<file path="src/rtl/fc_pkg.sv">
package fc_pkg;

  typedef enum logic {
    FC_PAIR_REQ_CLR = 1'b0,
    FC_PAIR_TRM_SET = 1'b1
  } fc_pair_e;

  // Level below which the handshake is given back; floor of 1 so an empty
  // FIFO always reopens the link even when the margin swallows the trigger.
  function automatic logic [31:0] fc_resume_mark(input logic [31:0] trig,
                                                 input logic [31:0] hyst);
    return (trig > hyst) ? (trig - hyst) : 32'd1;
  endfunction

endpackage

</file>
<file path="src/rtl/fc_sync.sv">
module fc_sync #(
  parameter int        W       = 2,
  parameter logic      RST_VAL = 1'b1
) (
  input  logic         clk,
  input  logic         rst_n,
  input  logic [W-1:0] d_async,
  output logic [W-1:0] q_sync
);

  for (genvar i = 0; i < W; i++) begin : g_bit
    logic meta_q, sync_q;
    always_ff @(posedge clk or negedge rst_n) begin
      if (!rst_n) begin
        meta_q <= RST_VAL;
        sync_q <= RST_VAL;
      end else begin
        meta_q <= d_async[i];
        sync_q <= meta_q;
      end
    end
    assign q_sync[i] = sync_q;
  end

endmodule

</file>
<file path="src/rtl/fc_rx_gate.sv">
module fc_rx_gate
  import fc_pkg::*;
#(
  parameter int LVL_W  = 7,
  parameter int HYST_W = 4
) (
  input  logic              clk,
  input  logic              rst_n,
  input  logic              auto_en,
  input  logic [LVL_W-1:0]  level,
  input  logic [LVL_W-1:0]  trig,
  input  logic [HYST_W-1:0] hyst,
  output logic              open_q,
  output logic              trip_evt,
  output logic              reopen_evt
);

  logic [31:0] resume_mark;

  always_comb begin
    resume_mark = fc_resume_mark(32'(trig), 32'(hyst));
    trip_evt    = auto_en && (level >= trig);
    reopen_evt  = auto_en && !trip_evt && (32'(level) < resume_mark);
  end

  always_ff @(posedge clk or negedge rst_n) begin
    if (!rst_n)          open_q <= 1'b0;
    else if (trip_evt)   open_q <= 1'b0;
    else if (reopen_evt) open_q <= 1'b1;
  end

endmodule

</file>
<file path="src/rtl/fc_char_filter.sv">
module fc_char_filter #(
  parameter int CHAR_W = 8
) (
  input  logic              clk,
  input  logic              rst_n,
  input  logic              sw_en,
  input  logic              xon_any,
  input  logic [CHAR_W-1:0] xon_char,
  input  logic [CHAR_W-1:0] xoff_char,
  input  logic              in_valid,
  input  logic [CHAR_W-1:0] in_char,
  input  logic              flag_clr,
  output logic              out_valid,
  output logic [CHAR_W-1:0] out_char,
  output logic              paused_q,
  output logic              flag_q,
  output logic              xoff_hit,
  output logic              resume_hit
);

  logic xon_hit, any_hit;

  always_comb begin
    xoff_hit   = sw_en && in_valid && (in_char == xoff_char);
    xon_hit    = sw_en && in_valid && !xoff_hit && (in_char == xon_char);
    any_hit    = sw_en && in_valid && !xoff_hit && xon_any;
    resume_hit = xon_hit || any_hit;
    out_valid  = in_valid && !xoff_hit && !xon_hit;
    out_char   = in_char;
  end

  always_ff @(posedge clk or negedge rst_n) begin
    if (!rst_n)          paused_q <= 1'b0;
    else if (!sw_en)     paused_q <= 1'b0;
    else if (xoff_hit)   paused_q <= 1'b1;
    else if (resume_hit) paused_q <= 1'b0;
  end

  always_ff @(posedge clk or negedge rst_n) begin
    if (!rst_n)        flag_q <= 1'b0;
    else if (xoff_hit) flag_q <= 1'b1;
    else if (flag_clr) flag_q <= 1'b0;
  end

endmodule

</file>
<file path="src/rtl/uart_flowctl.sv">
module uart_flowctl
  import fc_pkg::*;
#(
  parameter int FIFO_DEPTH = 64,
  parameter int CHAR_W     = 8,
  parameter int HYST_W     = 4,
  localparam int LVL_W     = $clog2(FIFO_DEPTH + 1)
) (
  input  logic              clk,
  input  logic              rst_n,
  input  logic              cfg_auto_rx,
  input  logic              cfg_auto_tx,
  input  logic              cfg_pair,
  input  logic              cfg_sw_en,
  input  logic              cfg_xon_any,
  input  logic [LVL_W-1:0]  cfg_trig,
  input  logic [HYST_W-1:0] cfg_hyst,
  input  logic [CHAR_W-1:0] cfg_xon_char,
  input  logic [CHAR_W-1:0] cfg_xoff_char,
  input  logic [LVL_W-1:0]  rx_fifo_level,
  input  logic              rx_char_valid,
  input  logic [CHAR_W-1:0] rx_char,
  output logic              rx_push_valid,
  output logic [CHAR_W-1:0] rx_push_data,
  input  logic              cts_n_in,
  input  logic              dsr_n_in,
  output logic              rts_n_out,
  output logic              dtr_n_out,
  input  logic              tx_req,
  input  logic              tx_busy,
  output logic              tx_start,
  output logic              tx_go,
  output logic              xoff_flag,
  input  logic              xoff_flag_clr
);

  fc_pair_e   pair_sel;
  logic [1:0] remote_n_sync;
  logic       link_open, trip_evt, reopen_evt;
  logic       sw_paused, xoff_hit, resume_hit;
  logic       remote_ok;

  assign pair_sel = fc_pair_e'(cfg_pair);

  fc_sync #(.W(2), .RST_VAL(1'b1)) u_sync (
    .clk     (clk),
    .rst_n   (rst_n),
    .d_async ({dsr_n_in, cts_n_in}),
    .q_sync  (remote_n_sync)
  );

  fc_rx_gate #(.LVL_W(LVL_W), .HYST_W(HYST_W)) u_rx_gate (
    .clk        (clk),
    .rst_n      (rst_n),
    .auto_en    (cfg_auto_rx),
    .level      (rx_fifo_level),
    .trig       (cfg_trig),
    .hyst       (cfg_hyst),
    .open_q     (link_open),
    .trip_evt   (trip_evt),
    .reopen_evt (reopen_evt)
  );

  fc_char_filter #(.CHAR_W(CHAR_W)) u_filter (
    .clk        (clk),
    .rst_n      (rst_n),
    .sw_en      (cfg_sw_en),
    .xon_any    (cfg_xon_any),
    .xon_char   (cfg_xon_char),
    .xoff_char  (cfg_xoff_char),
    .in_valid   (rx_char_valid),
    .in_char    (rx_char),
    .flag_clr   (xoff_flag_clr),
    .out_valid  (rx_push_valid),
    .out_char   (rx_push_data),
    .paused_q   (sw_paused),
    .flag_q     (xoff_flag),
    .xoff_hit   (xoff_hit),
    .resume_hit (resume_hit)
  );

  always_comb begin
    rts_n_out = 1'b1;
    dtr_n_out = 1'b1;
    remote_ok = 1'b1;
    case (pair_sel)
      FC_PAIR_REQ_CLR: begin
        rts_n_out = !(cfg_auto_rx && link_open);
        remote_ok = !remote_n_sync[0];
      end
      FC_PAIR_TRM_SET: begin
        dtr_n_out = !(cfg_auto_rx && link_open);
        remote_ok = !remote_n_sync[1];
      end
      default: ;
    endcase
    tx_go    = !sw_paused && (!cfg_auto_tx || remote_ok);
    tx_start = tx_req && !tx_busy && tx_go;
  end

endmodule

</file>
<file path="config.mk">
export PLATFORM = sky130hd
export DESIGN_NAME = uart_flowctl
export DESIGN_NICKNAME = d
export VERILOG_FILES = /design/src/rtl/fc_pkg.sv /design/src/rtl/fc_sync.sv /design/src/rtl/fc_rx_gate.sv /design/src/rtl/fc_char_filter.sv /design/src/rtl/uart_flowctl.sv
export SDC_FILE = /design/constraint.sdc
export NUM_CORES = 1
export LEC_CHECK = 0
export ABC_CLOCK_PERIOD_IN_PS = 1480
export BUFFER_PORTS_ARGS = -buffer_cell sky130_fd_sc_hd__buf_4
export CAP_MARGIN = 20
export CORE_MARGIN = 3
export CORE_UTILIZATION = 43
export CTS_CLUSTER_DIAMETER = 30
export DETAILED_ROUTE_END_ITERATION = 6
export PLACE_DENSITY = 0.8
export RECOVER_POWER = 25
export SLEW_MARGIN = 20
export SYNTH_ARGS = -nofsm -noshare
export SYNTH_HDL_FRONTEND = slang
export SYNTH_SLANG_ARGS = --single-unit
</file>
<file path="constraint.sdc">
create_clock -name clk -period 1.48 [get_ports clk]
set_input_delay 0.296 -clock clk [delete_from_list [all_inputs] [get_ports clk]]
set_output_delay 0.296 -clock clk [all_outputs]
set_load 0.03 [all_outputs]
</file>
---- Yosys cells after proc, flatten, opt, wreduce, memory -nomap -nowiden ----
Index checks and enable logic that the tools add are counted.
W data, S select, Z words.
word-level totals
  bits in registers ....................... 7
  input bits .............................. 55
  output and inout port bits .............. 14
  word-level logic and storage cells ...... 53
cells by class
  add/sub/neg operators ................... 1
  $lt $le $gt $ge ......................... 3
  equality and inequality tests ........... 3
  mux-type cells .......................... 11
  bitwise gates (word level) .............. 1
  reduce and logical (&&, ||, !) cells .... 27
operator list
  operator              number
  $lt A7 B32 Y1         1
  $mux W32              1
  $eq A8 B8 Y1          2
  $logic_and A1 B1 Y1   14
  $logic_not A1 Y1      9
  $mux W1               9
  $sub A7 B4 Y8         1
  $ge A7 B7 Y1          1
  $gt A7 B4 Y1          1
  $reduce_bool A2 Y1    2
  $ne A3 B1 Y1 const B  1
  $logic_or A1 B1 Y1    2
  $pmux W1 S2           1
  $not A1 Y1            1

---- Depth between registers and ports, before layout ----
Gate-level depths: netlist (run 1).
  word-level depth ........................ 9
  depth in mapped cells ................... 13
  gate-level depth less buffers ........... 13

---- Hierarchy ----
From an unflattened synthesis (run 1), not the netlist that was laid out.
unflattened totals
  cell total of the unflattened synthesis .. 132
  area total of the unflattened synthesis .. 1126.1 um2
by module, submodules not included
  module          instances  cells each  area each (um2)  sequential area each (um2)
  fc_rx_gate      1          78          613.1            25.0
  fc_char_filter  1          42          341.6            50.0
  fc_sync         1          6           120.1            105.1
  uart_flowctl    1          6           51.3             0.0

---- Worst setup path after synthesis (run 1) ----
Ideal clock, no wire load.
  path type ............................... input-to-reg
  from .................................... input port cfg_trig[0]
  to ...................................... register u_rx_gate.open_q
  library setup time ...................... 0.082 ns
  arrival time ............................ 2.629 ns
  required time ........................... 1.398 ns
  slack ................................... -1.231 ns
  cell stages on the path ................. 12
  path buffers ............................ 0
  cells stage by stage .................... inv_1 > ha_1 > fa_1 > nor2b_4 > nor3_1 > o211ai_2 > nand2b_1 > ha_1 > a2111oi_4 > nand2_1 > o2bb2a_4 > a22oi_2
between the ends
  word-level cells in the longest chain between the ends .. 6
  elaborated cells between the ends (all ways) .. 11
  classes of those cells .................. add/sub (1); order compare (3); mux (2); reduce/logical (5)
RTL lines
  what                                                   line                source
  from (decl)                                            uart_flowctl.sv:16  input logic [LVL_W-1:0] cfg_trig,
  branches (longest 6 deep; another with $lt A7 B32 Y1)  n/a
  to (signal assigned)                                   fc_rx_gate.sv:27    if (!rst_n) open_q <= 1'b0;
  to (signal assigned)                                   fc_rx_gate.sv:28    else if (trip_evt) open_q <= 1'b0;
  to (signal assigned)                                   fc_rx_gate.sv:29    else if (reopen_evt) open_q <= 1'b1;
  to (decl)                                              fc_rx_gate.sv:13    output logic open_q,
Several ways; the timed one is not identified.
A chain may end at the register's enable or synchronous reset.

---- Worst setup path in the final report (run 1) ----
Ends and elaborated chain as after synthesis.

==> flow_summary.ini, run 1 <==
[timing]
slew_viol_final = 0
relSlewSlack_pct = 72.41
setup_viol = 4
tightest_slew_ps = 413.9
grt_setup_unrepaired = yes
setup_slack_ps = -1225
fin_crit_ps = 2705
clock_skew_ps = 0.3559
holdWs_ps = 140.0
fin_crit_sh_pct = 182.7
clock.fmax_mhz = 369.7
setup_tns_ps = -1610
hold_viol_final = 0

[worst_setup_path]
arrival_ps = 2890
crit_slowest_cell = a2111oi_4
path_buf_inv = 2
end_kind = register
critPathTopFamily = compound AO/OA/AOI/OAI gates
critPathLaunchType = input port
criticalPathCategory = input port to register
worstPathMaxFanout = 5
crit_chain = buf_8, inv_8, ha_4, fa_2, nor2b_4, nor3_2, o211ai_2, nand2b_1, ha_4, a2111oi_4, nand2_1, o2bb2a_4, a22oi_2
critPathMaxStageDelay_ps = 420
cpMostUsedCell = ha_4
critPathRequiredTime_ps = 1660

[logic_synthesis]
synth_edf_count = 0
synth.avg_cell_area_sq_um = 8.897
netlist_instances = 126
syn_area_sq_um = 1121
ys.flop_type = dfstp_2
synth_cell_types = 35
synth_seq_area_share_pct = 16.07
synth.net_count = 199
async_flop_share_pct = 100.0
ys_ff_latch = 7
synth_warnings = 0

[hold_path]
hold_path.class = input port to register

[die]
die_x_microns = 57.06
fp.dieArea_sq_um = 3256
std_cell_rows = 17
die_h_microns = 57.06
io_pins = 69
initial_utilization_pct = 47.91
fp.coreArea_sq_um = 2340

[drt]
wl_per_cell_microns = 21.86
drtPass1Iterations = 7
drt_iter0_markers = 112
antenna_left = 0
dr_total_vias = 1470
drcViolationCount = 0
via_per_inst = 5.976
finalWirelength_microns = 5378

[placed_design]
gp_congestion = 0.9026
numPortBuffers = 68
dp_cells = 235
place_hpwl_microns = 2927

[power_and_ir_drop]
p_sw_share_pct = 38.93
p_switching_uw = 468.9
clkPwrFrac_pct = 15.7
p_int_uw = 735.7
p_per_area_nw_per_um2 = 560.1
ir_drop_v = 0.0005988
fin_total_pwr_uw = 1205
power.share.sequential_pct = 18.3
cellLeakagePower_uw = 0.001054
p_comb_share_pct = 65.9

[cells_and_area]
drive_gt1_share_pct = 62.39
n_antenna_cell = 0
final_core_util_pct = 91.93
area_growth_pct = 91.85
fin_cells = 246
fin_nets = 292

[global_route]
antenna_found_initial = 0
grt_pass1_wl_microns = 6375
grt_pass1_vias = 1439
grt_overflow_total = 0
grtUsageTotal_pct = 25.40
grt_start_max_net_pins = 8

[clocking]
clk-insertion-delay-late_ps = 260
cts_buffer_depth = 2
clock-root-buffer = clkbuf_4
tritoncts = built
clk_pin_slew_worst_paths_ps = 60
cts_num_sinks = 7
numCtsBuffers = 3
htreeDepth = 1

[outcome]
run_status = finished with violations
violations = negative setup slack

[run]
maxCapViolations = 0
metrics by stage:
stage                     cell area, sq um  worst slack (ps)
after global placement                1821             -1138
after detailed placement              1821             -1272
final                                 2151             -1225
after floorplan                       1177            -987.7
after CTS                             1998            -931.9
after global routing                  2151             -1286
state kept, by name, indices dropped and copies added (netlist names):
signal	count
u_sync.g_bit.sync_q	2
u_filter.flag_q	1
u_sync.g_bit.meta_q	2
u_filter.paused_q	1
u_rx_gate.open_q	1
metal layers:
metal	vias up	global-route usage [%]	wire, microns
li1	628	-	-
met1	687	21.49	1797
met2	117	52.37	2725
met3	38	6.561	432
met4	0	12.91	423
met5	-	0	0
final cells by class:
type	instances	area [sq um]
clock buffer	4	26.28
fill	85	188.9
inverter	13	56.30
multi-input combinational	98	1065
sequential	7	180.2
tap	28	35.03
timing repair buffer	96	788.3
Yosys cell counts, types with 3 or more instances:
library cell / number / area (sq um)
nand4_1: 5 / 31.28
inv_1: 13 / 48.80
ha_1: 17 / 212.7
dfrtp_1: 3 / 75.07
nand3b_1: 3 / 22.52
dfstp_2: 4 / 105.1
nand2b_1: 3 / 18.77
a211oi_1: 3 / 22.52
nand2_1: 8 / 30.03
buf_4: 8 / 60.06
xnor2_1: 18 / 157.7
o21ai_0: 6 / 30.03
nor2_1: 7 / 26.28
a21oi_1: 3 / 15.01
path summary, 6_finish.rpt:
kind                                   startpoint                     end  slack [ps]  cells after the start
max                                   cfg_trig[0]        u_rx_gate.open_q       -1220                     13
max reg2reg                     u_filter.paused_q       u_filter.paused_q         610                      2
min                                      cts_n_in  u_sync.g_bit[0].meta_q         140                      1
max in group asynchronous                   rst_n  u_sync.g_bit[0].sync_q         670                      2
min reg2reg                u_sync.g_bit[1].meta_q  u_sync.g_bit[1].sync_q         360                      0
min in group asynchronous                   rst_n         u_filter.flag_q         490                      2
cell usage in the layout (no fill, tap or decap), drive strengths merged, types with 2 or more instances in the layout:
master  netlist  routed
nor2b         2       2
nand3         2       2
inv          13      13
a41o          2       2
nor2          7       7
nor3          2       2
ha           17      17
nand4         5       5
dfrtp         3       3
a211oi        3       3
dfstp         4       4
nand3b        3       3
nand2         8       8
o21a          2       2
xnor2        18      18
nand2b        3       3
buf           8      92
o21ai         7       7
a21oi         3       3
clkbuf        0       7
logic make-up (layout without fill, tap and decap cells):
| group | after synthesis | count (layout) | share of synthesized area, % |
|---|---|---|---|
| buffers and inverters | 21 | 113 | 9.710 |
| AO/OA/AOI/OAI | 27 | 27 | 20.31 |
| multiplexers | 1 | 1 | 1.004 |
| flip-flops | 7 | 7 | 16.07 |
| AND/OR/NAND/NOR | 34 | 34 | 18.08 |
| XOR/XNOR | 18 | 18 | 14.06 |
| adder cells (fa/ha/maj) | 18 | 18 | 20.76 |
what timing repair did:
item	CTS	global route
pin swaps	14	22
gates resized for setup	24	19
hold endpoints to repair	3	0
endpoints found under the setup margin	4	4
gates cloned	0	0
hold buffers	1	0
buffers inserted	2	4
power groups by stage:
stage	Clock, uW	Sequential [uW]	Combinational [uW]
CTS	176	215	663
detailed placement	0	218	611
global route	204	221	831
floorplan	0	216	338
global placement	0	218	584
finish	190	221	794
No activity file was read; power rests on OpenSTA's default activity.
==> run 2: changes to the inputs <==
SKIP_CTS_REPAIR_TIMING = 1   (was default)
==> run 2 against run 1 <==
Against the previous run:
- the flow still finishes with violations (negative setup slack)
- sequential power about the same
- register-to-register slack better by 20 ps
- utilization is 4.6 points lower
- global-route usage shrank 5.4 points
- critical path depth stayed put
- sequential share of layout area rose by 0.44 points
- hold slack better by 20 ps
- non-clock buffer count down 4
- setup slack better by 230 ps
- final cell count down 1.6%
- critical path type unchanged
- highest routed layer unchanged
==> flow_summary.ini, run 2 (synthesis gave the netlist of run 1 again) <==
[die]
fp.dieArea_sq_um = 3256
initial_utilization_pct = 47.91
die_x_microns = 57.06
std_cell_rows = 17
io_pins = 69
fp.coreArea_sq_um = 2340
die_h_microns = 57.06

[cells_and_area]
drive_gt1_share_pct = 59.81
area_growth_pct = 82.25
n_antenna_cell = 0
fin_nets = 288
fin_cells = 242
top_regs = u_sync.g_bit.meta_q x2, u_sync.g_bit.sync_q x2
mostFrequentLayoutCells = buf_4, ha_1, inv_1, xnor2_2, buf_6
layout_commonest_cell = buf_4
final_area_sq_um = 2043

[power_and_ir_drop]
p_sw_share_pct = 36.61
p_per_area_nw_per_um2 = 541.4
clkPwrFrac_pct = 15.4
ir_drop_v = 0.0006163
p_comb_share_pct = 64.8
cellLeakagePower_uw = 0.001010
p_switching_uw = 404.9
power.share.sequential_pct = 19.7
fin_total_pwr_uw = 1106
p_int_uw = 701.3

[timing]
clock.fmax_mhz = 403.5
setup_tns_ps = -1379
hold_viol_final = 0
setup_slack_ps = -998.1
setup_viol = 4
relSlewSlack_pct = 73.71
slew_viol_final = 0
clock_skew_ps = 0.1809
grt_setup_unrepaired = yes
fin_crit_ps = 2478
tightest_slew_ps = 394.4
fin_crit_sh_pct = 167.4

[worst_setup_path]
arrival_ps = 2650
criticalPathCategory = input port to register
r2r_slack_ps = 630
critPathLaunchType = input port
crit_chain = buf_8, inv_8, ha_4, fa_2, nor2b_4, nor3_2, o211ai_2, nand2b_1, ha_4, a2111oi_4, nand2_1, o2bb2a_4, a22oi_2
critPathRequiredTime_ps = 1650
worstPathMaxFanout = 5
critPathMaxStageDelay_ps = 380
crit_slowest_cell = a2111oi_4
end_kind = register
cpMostUsedCell = ha_4

[global_route]
grt_pass1_wl_microns = 5216
grt_pass1_vias = 1301
grtUsageTotal_pct = 20.04
grt_overflow_total = 0
grt_start_max_net_pins = 8
antenna_found_initial = 0

[placed_design]
dp_cells = 235
gp_congestion = 0.9026
place_hpwl_microns = 2927
dpl_cell_area_sq_um = 1821
dp_slack_ps = -1272
numPortBuffers = 68

[drt]
finalWirelength_microns = 4366
drt_iter0_markers = 49
wl_per_cell_microns = 18.04
via_per_inst = 5.599
antenna_left = 0
dr_total_vias = 1355
drcViolationCount = 0
drtPass1Iterations = 4

[clocking]
clock-root-buffer = clkbuf_4
tritoncts = built
clk_pin_slew_worst_paths_ps = 50
numCtsBuffers = 3
clk-insertion-delay-late_ps = 240
htreeDepth = 1
cts_num_sinks = 7
cts_buffer_depth = 2

[outcome]
violations = negative setup slack
run_status = finished with violations

[run]
maxCapViolations = 0

[hold_path]
hold_path.class = input port to register
-- run 2: cell types whose count changed in the layout (fill, tap and decap cells not counted) --
cell     before  now
buf_12        1    0
buf_4        77   75
buf_6        13   10
buf_8         1    3
ha_1         14   15
ha_4          3    2
o21ai_0       5    4
o21ai_1       2    3
xnor2_1       4    7
xnor2_4       4    1
-- run 2: layout make-up --
class / instances / area [sq um]
Timing Repair Buffer: 92 / 749.5
Clock buffer: 4 / 26.28
Fill cell: 118 / 296.5
Inverter: 13 / 56.30
Multi-Input combinational cell: 98 / 996.0
Sequential cell: 7 / 180.2
Tap cell: 28 / 35.03
-- run 2: worst paths after layout --
kind / endpoint / depth (start not counted) / startpoint
max: u_rx_gate.open_q / 13 / cfg_trig[0]
min: u_sync.g_bit[0].meta_q / 1 / cts_n_in
max reg2reg: u_filter.paused_q / 2 / u_filter.paused_q
min reg2reg: u_sync.g_bit[0].sync_q / 0 / u_sync.g_bit[0].meta_q
max in group asynchronous: u_sync.g_bit[1].sync_q / 2 / rst_n
min in group asynchronous: u_filter.flag_q / 2 / rst_n
-- run 2: worst max-delay path, delay by kind of cell --
family	cells	cell delay (ps)
AO/OA/AOI/OAI	4	1010
buffers and inverters	2	120
adder cells (fa/ha/maj)	3	750
AND/OR/NAND/NOR	4	470
-- run 2: per-layer routing --
metal / vias up / wire [microns] / global-route usage [%]
met5: - / 0 / 0
met4: 0 / 192 / 7.285
met3: 22 / 333 / 4.977
met2: 88 / 2302 / 40.13
met1: 629 / 1538 / 19.29
li1: 616 / - / -
-- run 2: power groups by stage --
| stage | Sequential [uW] | Clock, uW | Combinational [uW] |
|---|---|---|---|
| 4_1_cts | 215 | 176 | 614 |
| 5_1_grt | 219 | 183 | 771 |
| 2_1_floorplan | 216 | 0 | 338 |
| 3_5_place_dp | 218 | 0 | 611 |
| 6_report | 218 | 171 | 717 |
| 3_3_place_gp | 218 | 0 | 584 |
-- run 2: stage by stage --
stage	hold slack [ps]	utilization [%]
2_1_floorplan	0.4090	-
3_3_place_gp	108.2	77.81
3_5_place_dp	113.5	77.81
4_1_cts	-151.8	78.93
5_1_grt	153.4	87.33
6_report	160.4	87.33
